--- config.mk ---
export PLATFORM = sky130hd
export DESIGN_NAME = aset_store
export DESIGN_NICKNAME = d
export VERILOG_FILES = /design/src/rtl/aset_pkg.sv /design/src/rtl/aset_match.sv /design/src/rtl/aset_victim.sv /design/src/rtl/aset_age.sv /design/src/rtl/aset_store.sv
export SDC_FILE = /design/constraint.sdc
export NUM_CORES = 1
export LEC_CHECK = 0
export ABC_CLOCK_PERIOD_IN_PS = 11610
export CAP_MARGIN = 15
export CORE_ASPECT_RATIO = 0.7
export CORE_MARGIN = 5
export CORE_UTILIZATION = 60
export DETAILED_ROUTE_END_ITERATION = 7
export MAX_ROUTING_LAYER = met4
export PLACE_DENSITY = 0.87
export SKIP_CTS_REPAIR_TIMING = 1
export SLEW_MARGIN = 0
export SYNTH_ARGS = -nofsm -noshare
export SYNTH_HDL_FRONTEND = slang
export SYNTH_HIERARCHICAL = 1
export SYNTH_SLANG_ARGS = --single-unit
--- constraint.sdc ---
create_clock -name clk -period 11.61 [get_ports clk]
set_input_delay 1.7415 -clock clk [delete_from_list [all_inputs] [get_ports clk]]
set_output_delay 1.7415 -clock clk [all_outputs]
set_load 0.1 [all_outputs]
--- src/rtl/aset_pkg.sv ---
// Package: shared helpers for the single-set tag store.
// Assumes: widths are derived from a way count of at least 1.
package aset_pkg;

    // Bits needed to index n items (at least one bit).
    function automatic int idx_w(input int n);
        return (n > 1) ? $clog2(n) : 1;
    endfunction

    // Kind of request accepted in a cycle.
    typedef enum logic [1:0] {
        OP_IDLE   = 2'd0,
        OP_LOOKUP = 2'd1,
        OP_WRITE  = 2'd2
    } op_e;

endpackage

--- src/rtl/aset_match.sv ---
// Module: tag comparator across all ways with lowest-index priority.
// Assumes: only ways whose active bit is set may match.
module aset_match #(
    parameter int WAYS  = 4,
    parameter int TAG_W = 8,
    parameter int WAY_W = 2
) (
    input  logic [WAYS-1:0][TAG_W-1:0] tags,
    input  logic [WAYS-1:0]            act,
    input  logic [TAG_W-1:0]           key,
    output logic                       hit,
    output logic [WAY_W-1:0]           way
);

    // Scan from the top so the lowest matching index wins.
    always_comb begin
        hit = 1'b0;
        way = '0;
        for (int i = WAYS - 1; i >= 0; i--) begin
            if (act[i] && (tags[i] == key)) begin
                hit = 1'b1;
                way = WAY_W'(i);
            end
        end
    end

endmodule

--- src/rtl/aset_victim.sv ---
// Module: replacement choice - the lowest free way, else the oldest way.
// Assumes: the ages of active ways are meaningful; ties go to the lowest index.
module aset_victim #(
    parameter int WAYS  = 4,
    parameter int AGE_W = 2,
    parameter int WAY_W = 2
) (
    input  logic [WAYS-1:0]            act,
    input  logic [WAYS-1:0][AGE_W-1:0] ages,
    output logic                       any_free,
    output logic [WAY_W-1:0]           victim
);

    logic [AGE_W-1:0] best_age [WAYS];
    logic [WAY_W-1:0] best_way [WAYS];
    logic [WAY_W-1:0] free_way;

    assign best_age[0] = ages[0];
    assign best_way[0] = '0;

    // Comparator chain: a strictly greater age replaces the running best.
    for (genvar g = 1; g < WAYS; g++) begin : g_max
        assign best_age[g] = (ages[g] > best_age[g-1]) ? ages[g] : best_age[g-1];
        assign best_way[g] = (ages[g] > best_age[g-1]) ? WAY_W'(g) : best_way[g-1];
    end

    // Lowest-index inactive way.
    always_comb begin
        free_way = '0;
        for (int i = WAYS - 1; i >= 0; i--) begin
            if (!act[i]) free_way = WAY_W'(i);
        end
    end

    assign any_free = ~&act;
    assign victim   = any_free ? free_way : best_way[WAYS-1];

endmodule

--- src/rtl/aset_age.sv ---
// Module: per-way age counters with a deferred one-cycle update.
// Assumes: upd_prev is the touched way's age before the access (WAYS-1 for a fill).
module aset_age #(
    parameter int WAYS  = 4,
    parameter int AGE_W = 2,
    parameter int WAY_W = 2
) (
    input  logic                       clk,
    input  logic                       rst_n,
    input  logic                       clr,
    input  logic                       upd_en,
    input  logic [WAY_W-1:0]           upd_way,
    input  logic [AGE_W-1:0]           upd_prev,
    input  logic [WAYS-1:0]            act,
    output logic [WAYS-1:0][AGE_W-1:0] ages
);

    localparam logic [AGE_W-1:0] AGE_MAX = AGE_W'(WAYS - 1);

    // Touched way goes to zero; younger active ways step up and saturate.
    always_ff @(posedge clk) begin
        if (!rst_n || clr) begin
            ages <= '0;
        end else if (upd_en) begin
            for (int w = 0; w < WAYS; w++) begin
                if (WAY_W'(w) == upd_way) begin
                    ages[w] <= '0;
                end else if (act[w] && (ages[w] < upd_prev) && (ages[w] != AGE_MAX)) begin
                    ages[w] <= ages[w] + 1'b1;
                end
            end
        end
    end

endmodule

--- src/rtl/aset_store.sv ---
// Module: one set of an N-way tag store with age-ordered replacement.
// Assumes: one request per cycle; a write wins over a lookup; an age update
// follows each hit or fill one cycle later, and req_ready is low meanwhile.
module aset_store #(
    parameter int WAYS   = 4,
    parameter int TAG_W  = 8,
    parameter int DATA_W = 16
) (
    input  logic                               clk,
    input  logic                               rst_n,
    input  logic                               inval_all,
    input  logic                               wr_req,
    input  logic [TAG_W-1:0]                   wr_tag,
    input  logic [DATA_W-1:0]                  wr_data,
    input  logic                               lkp_req,
    input  logic [TAG_W-1:0]                   lkp_tag,
    output logic                               req_ready,
    output logic [aset_pkg::idx_w(WAYS)-1:0]   wr_way,
    output logic                               lkp_hit,
    output logic [aset_pkg::idx_w(WAYS)-1:0]   lkp_way,
    output logic [DATA_W-1:0]                  lkp_data
);
    import aset_pkg::*;

    localparam int WAY_W = idx_w(WAYS);
    localparam int AGE_W = idx_w(WAYS);
    localparam logic [AGE_W-1:0] AGE_MAX = AGE_W'(WAYS - 1);

    logic [WAYS-1:0][TAG_W-1:0]  tag_q;
    logic [WAYS-1:0][DATA_W-1:0] data_q;
    logic [WAYS-1:0]             act_q;
    logic [WAYS-1:0][AGE_W-1:0]  age_q;
    logic                        busy_q;
    logic [WAY_W-1:0]            upd_way_q;
    logic [AGE_W-1:0]            upd_prev_q;

    logic             m_hit;
    logic [WAY_W-1:0] m_way;
    logic             any_free;
    logic [WAY_W-1:0] vict_way;
    op_e              op;

    aset_match #(.WAYS(WAYS), .TAG_W(TAG_W), .WAY_W(WAY_W)) u_match (
        .tags(tag_q), .act(act_q), .key(lkp_tag), .hit(m_hit), .way(m_way)
    );

    aset_victim #(.WAYS(WAYS), .AGE_W(AGE_W), .WAY_W(WAY_W)) u_victim (
        .act(act_q), .ages(age_q), .any_free(any_free), .victim(vict_way)
    );

    aset_age #(.WAYS(WAYS), .AGE_W(AGE_W), .WAY_W(WAY_W)) u_age (
        .clk(clk), .rst_n(rst_n), .clr(inval_all), .upd_en(busy_q),
        .upd_way(upd_way_q), .upd_prev(upd_prev_q), .act(act_q), .ages(age_q)
    );

    assign req_ready = !busy_q && !inval_all;

    // Decide which request, if any, is taken this cycle.
    always_comb begin
        if (!req_ready)   op = OP_IDLE;
        else if (wr_req)  op = OP_WRITE;
        else if (lkp_req) op = OP_LOOKUP;
        else              op = OP_IDLE;
    end

    assign wr_way   = vict_way;
    assign lkp_hit  = (op == OP_LOOKUP) && m_hit;
    assign lkp_way  = m_way;
    assign lkp_data = data_q[m_way];

    // Tag and data payload; not reset, only meaningful where active.
    always_ff @(posedge clk) begin
        if (op == OP_WRITE) begin
            tag_q[vict_way]  <= wr_tag;
            data_q[vict_way] <= wr_data;
        end
    end

    // Active bits: cleared by reset or invalidate, set by a fill.
    always_ff @(posedge clk) begin
        if (!rst_n || inval_all) begin
            act_q <= '0;
        end else if (op == OP_WRITE) begin
            act_q[vict_way] <= 1'b1;
        end
    end

    // Pending age update recorded after a fill or a hit.
    always_ff @(posedge clk) begin
        if (!rst_n || inval_all) begin
            busy_q     <= 1'b0;
            upd_way_q  <= '0;
            upd_prev_q <= '0;
        end else begin
            busy_q <= (op == OP_WRITE) || ((op == OP_LOOKUP) && m_hit);
            if (op == OP_WRITE) begin
                upd_way_q  <= vict_way;
                upd_prev_q <= AGE_MAX;
            end else if (op == OP_LOOKUP && m_hit) begin
                upd_way_q  <= m_way;
                upd_prev_q <= age_q[m_way];
            end
        end
    end

endmodule

==> results.md <==
- Status: finished clean
- CTS H-tree lvls: 4
- Final Slew Violations: 0
- Die footprint: 10600 µm²
- Hold depth: 2
- TritonCTS Buffers: 17
- Top FF cell, synth: edfxtp_1
- Peak supply drop: 0.134 mV
- Seq cells post-synth: 113
- DIE HEIGHT: 87.8 µm
- DPL Wire Length: 6.78 mm
- HP Class: reg -> reg
- Drt pass-1 iters: 5
- IO Pins: 59
- Total track usage: 0.224
- Vias in the first global route: 3124
- Setup TNS: 0 ps
- Reg2Reg Capture Point: tag_q[12]
- Pwr dens: 160 nW/µm²
- CP startpoint: lkp_tag[5]
- Port Buffers: 58
- Post-Synthesis Cell Area: 5190 µm²
- Drc violations: 0
- Max cap viols: 0
- Final Hold Fails: 0
- Fin crit share: 0.608
- R2r startpoint: u_age/ages[1]
- Clock sink total: 113
- CP Max Fanout: 20
- Sequential fraction of the synthesis area: 0.621
- R2R cell count: 16
- Starting DRT DRC Count: 231
- Final Critical Period: 7060 ps
- Most frequent cells in the layout: edfxtp_1 (96), clkdlybuf4s50_1 (58), xnor2_1 (28)
- # setup viols final: 0
- Max-slew headroom: 0.308
- Avg Synthesized Cell Area: 15.9 µm²
- Largest net degree at the start of global routing: 26
- Critical Path End: lkp_data[5]
- Syn-to-layout area delta: 23.1%
- DR WL/cell: 20.3 µm
- Final worst setup slack: 4550 ps
- Antenna diode count: 0
- Worst slew pin tran: 1040 ps
- Initial antenna violation count: 0
- Antenna viol nets, final: 0
- Die W: 121 µm
- Worst EP arrival: 5310 ps
- Via density: 5.79
- Rows: 28
- Flop-to-flop setup slack: 6600 ps
- Distinct cells, synth: 52
- Fin Clk Skew: 7.01 ps
- Leak: 0.00211 µW
- RSZ-0062 raised after global routing: false
- Most common cell after layout, fill and taps aside: edfxtp_1
- CTS Buffer Depth: 2
- RD Place Congestion: 0.824
- CTS tree: done
- GRT overflow: 0
- Core ar.: 8440 µm²
- YS warnings: 6
- Mapped Cells: 327
- Total wire length: 10.7 mm
- Fmax: 0.142 GHz
- Layout cells sized above 1: 0.131
- Clk_lat worst skew: 400 ps
- Root Buffer: clkbuf_16
- Kind of critical path: in -> out
- Worst EP required: 9870 ps
- Mapped Nets: 380
- Critical Path End Type: output port
- First-pass GRT wire length: 16.8 mm
- Startpoint types: input port
- Async set-reset flop share out of synthesis: 0
- Starting density of the core: 0.615
- Post-synth EDFFs: 96
- Vias: 3043
- Pre-CTS setup slack: 4620 ps
- Reg clk slew, reported paths: 50 ps
- NumNets Final: 446
==> layout make-up <==
class | instances | area [µm²]
Sequential cell | 113 | 3220
Fill cell | 491 | 2050
Multi-Input combinational cell | 186 | 1760
Timing Repair Buffer | 64 | 626
Clock buffer | 27 | 513
Tap cell | 120 | 150
Clock inverter | 5 | 76.3
Inverter | 11 | 41.3
==> state kept, by name, summed over array words and instances, names as in the netlist <==
name        cells
act_q           4
busy_q          1
data_q         64
tag_q          32
u_age/ages      8
upd_prev_q      2
upd_way_q       2
==> cells in the mapped netlist (all sizes together), types with 6 or more instances <==
master	instances	area, µm²
mux4	18	447
nand3b	6	45.0
edfxtp	96	2880
nand2b	7	43.8
mux2i	8	80.1
xnor2	32	310
nand3	16	80.1
dfxtp	17	340
inv	11	41.3
ha	16	200
a21oi	6	45.0
nor3	8	40.0
nor2	9	33.8
nand2	11	41.3
buf	16	166
==> power breakdown <==
part	switching, µW	leakage, µW	internal [µW]
logic	39.2	0.000815	24.7
clock network	165	0.000285	343
registers	2.51	0.00101	447
==> through the flow <==
stage                     cells  hold slack, ps  utilization  power (µW)  instance area (µm²)
final                       526             545        0.757        1020                 6390
after global routing        526             572        0.757        1050                 6390
after CTS                   526             541        0.757        1030                 6390
after detailed placement    494             535        0.687         520                 5800
after global placement      494             512        0.687         518                 5800
after floorplan             327             451            -         498                 5190
==> cell families (layout without fill, tap and decap cells) <==
family | count (synthesis) | in the layout | share of synthesized area
adders and majority gates | 16 | 16 | 0.0386
muxes | 26 | 26 | 0.101
buffers and inverters | 28 | 107 | 0.0414
xor gates and xnor gates | 32 | 32 | 0.0598
AOI/OAI and AO/OA | 27 | 27 | 0.0410
and+or+nand+nor | 85 | 85 | 0.0971
DFF | 113 | 113 | 0.621
==> worst max-delay path, stage by stage <==
cell and delay [ps]:
clkdlybuf4s50_1 540, xnor2_1 290, nand4_1 140, nor3_1 340, a21oi_1 120, nor2_2 130, buf_4 350, mux4_1 640
clkdlybuf4s50_1 990
==> worst min-delay path by stage <==
stage	end	start	slack, ps
after floorplan	upd_way_q[0]	upd_way_q[0]	450
after global placement	upd_prev_q[1]	upd_prev_q[1]	510
after detailed placement	upd_prev_q[1]	upd_prev_q[1]	530
after CTS	upd_prev_q[1]	upd_prev_q[1]	540
after global routing	upd_prev_q[1]	upd_prev_q[1]	570
final	upd_prev_q[1]	upd_prev_q[1]	540
==> routing by layer <==
| metal | share of wire | GRT usage |
|---|---|---|
| met1 | 0.44 | 0.285 |
| met3 | 0.072 | 0.0730 |
| met4 | 0.014 | 0.0783 |
| met5 | 0 | - |
| met2 | 0.47 | 0.342 |
Note: power is estimated with default switching activity, not from simulation.
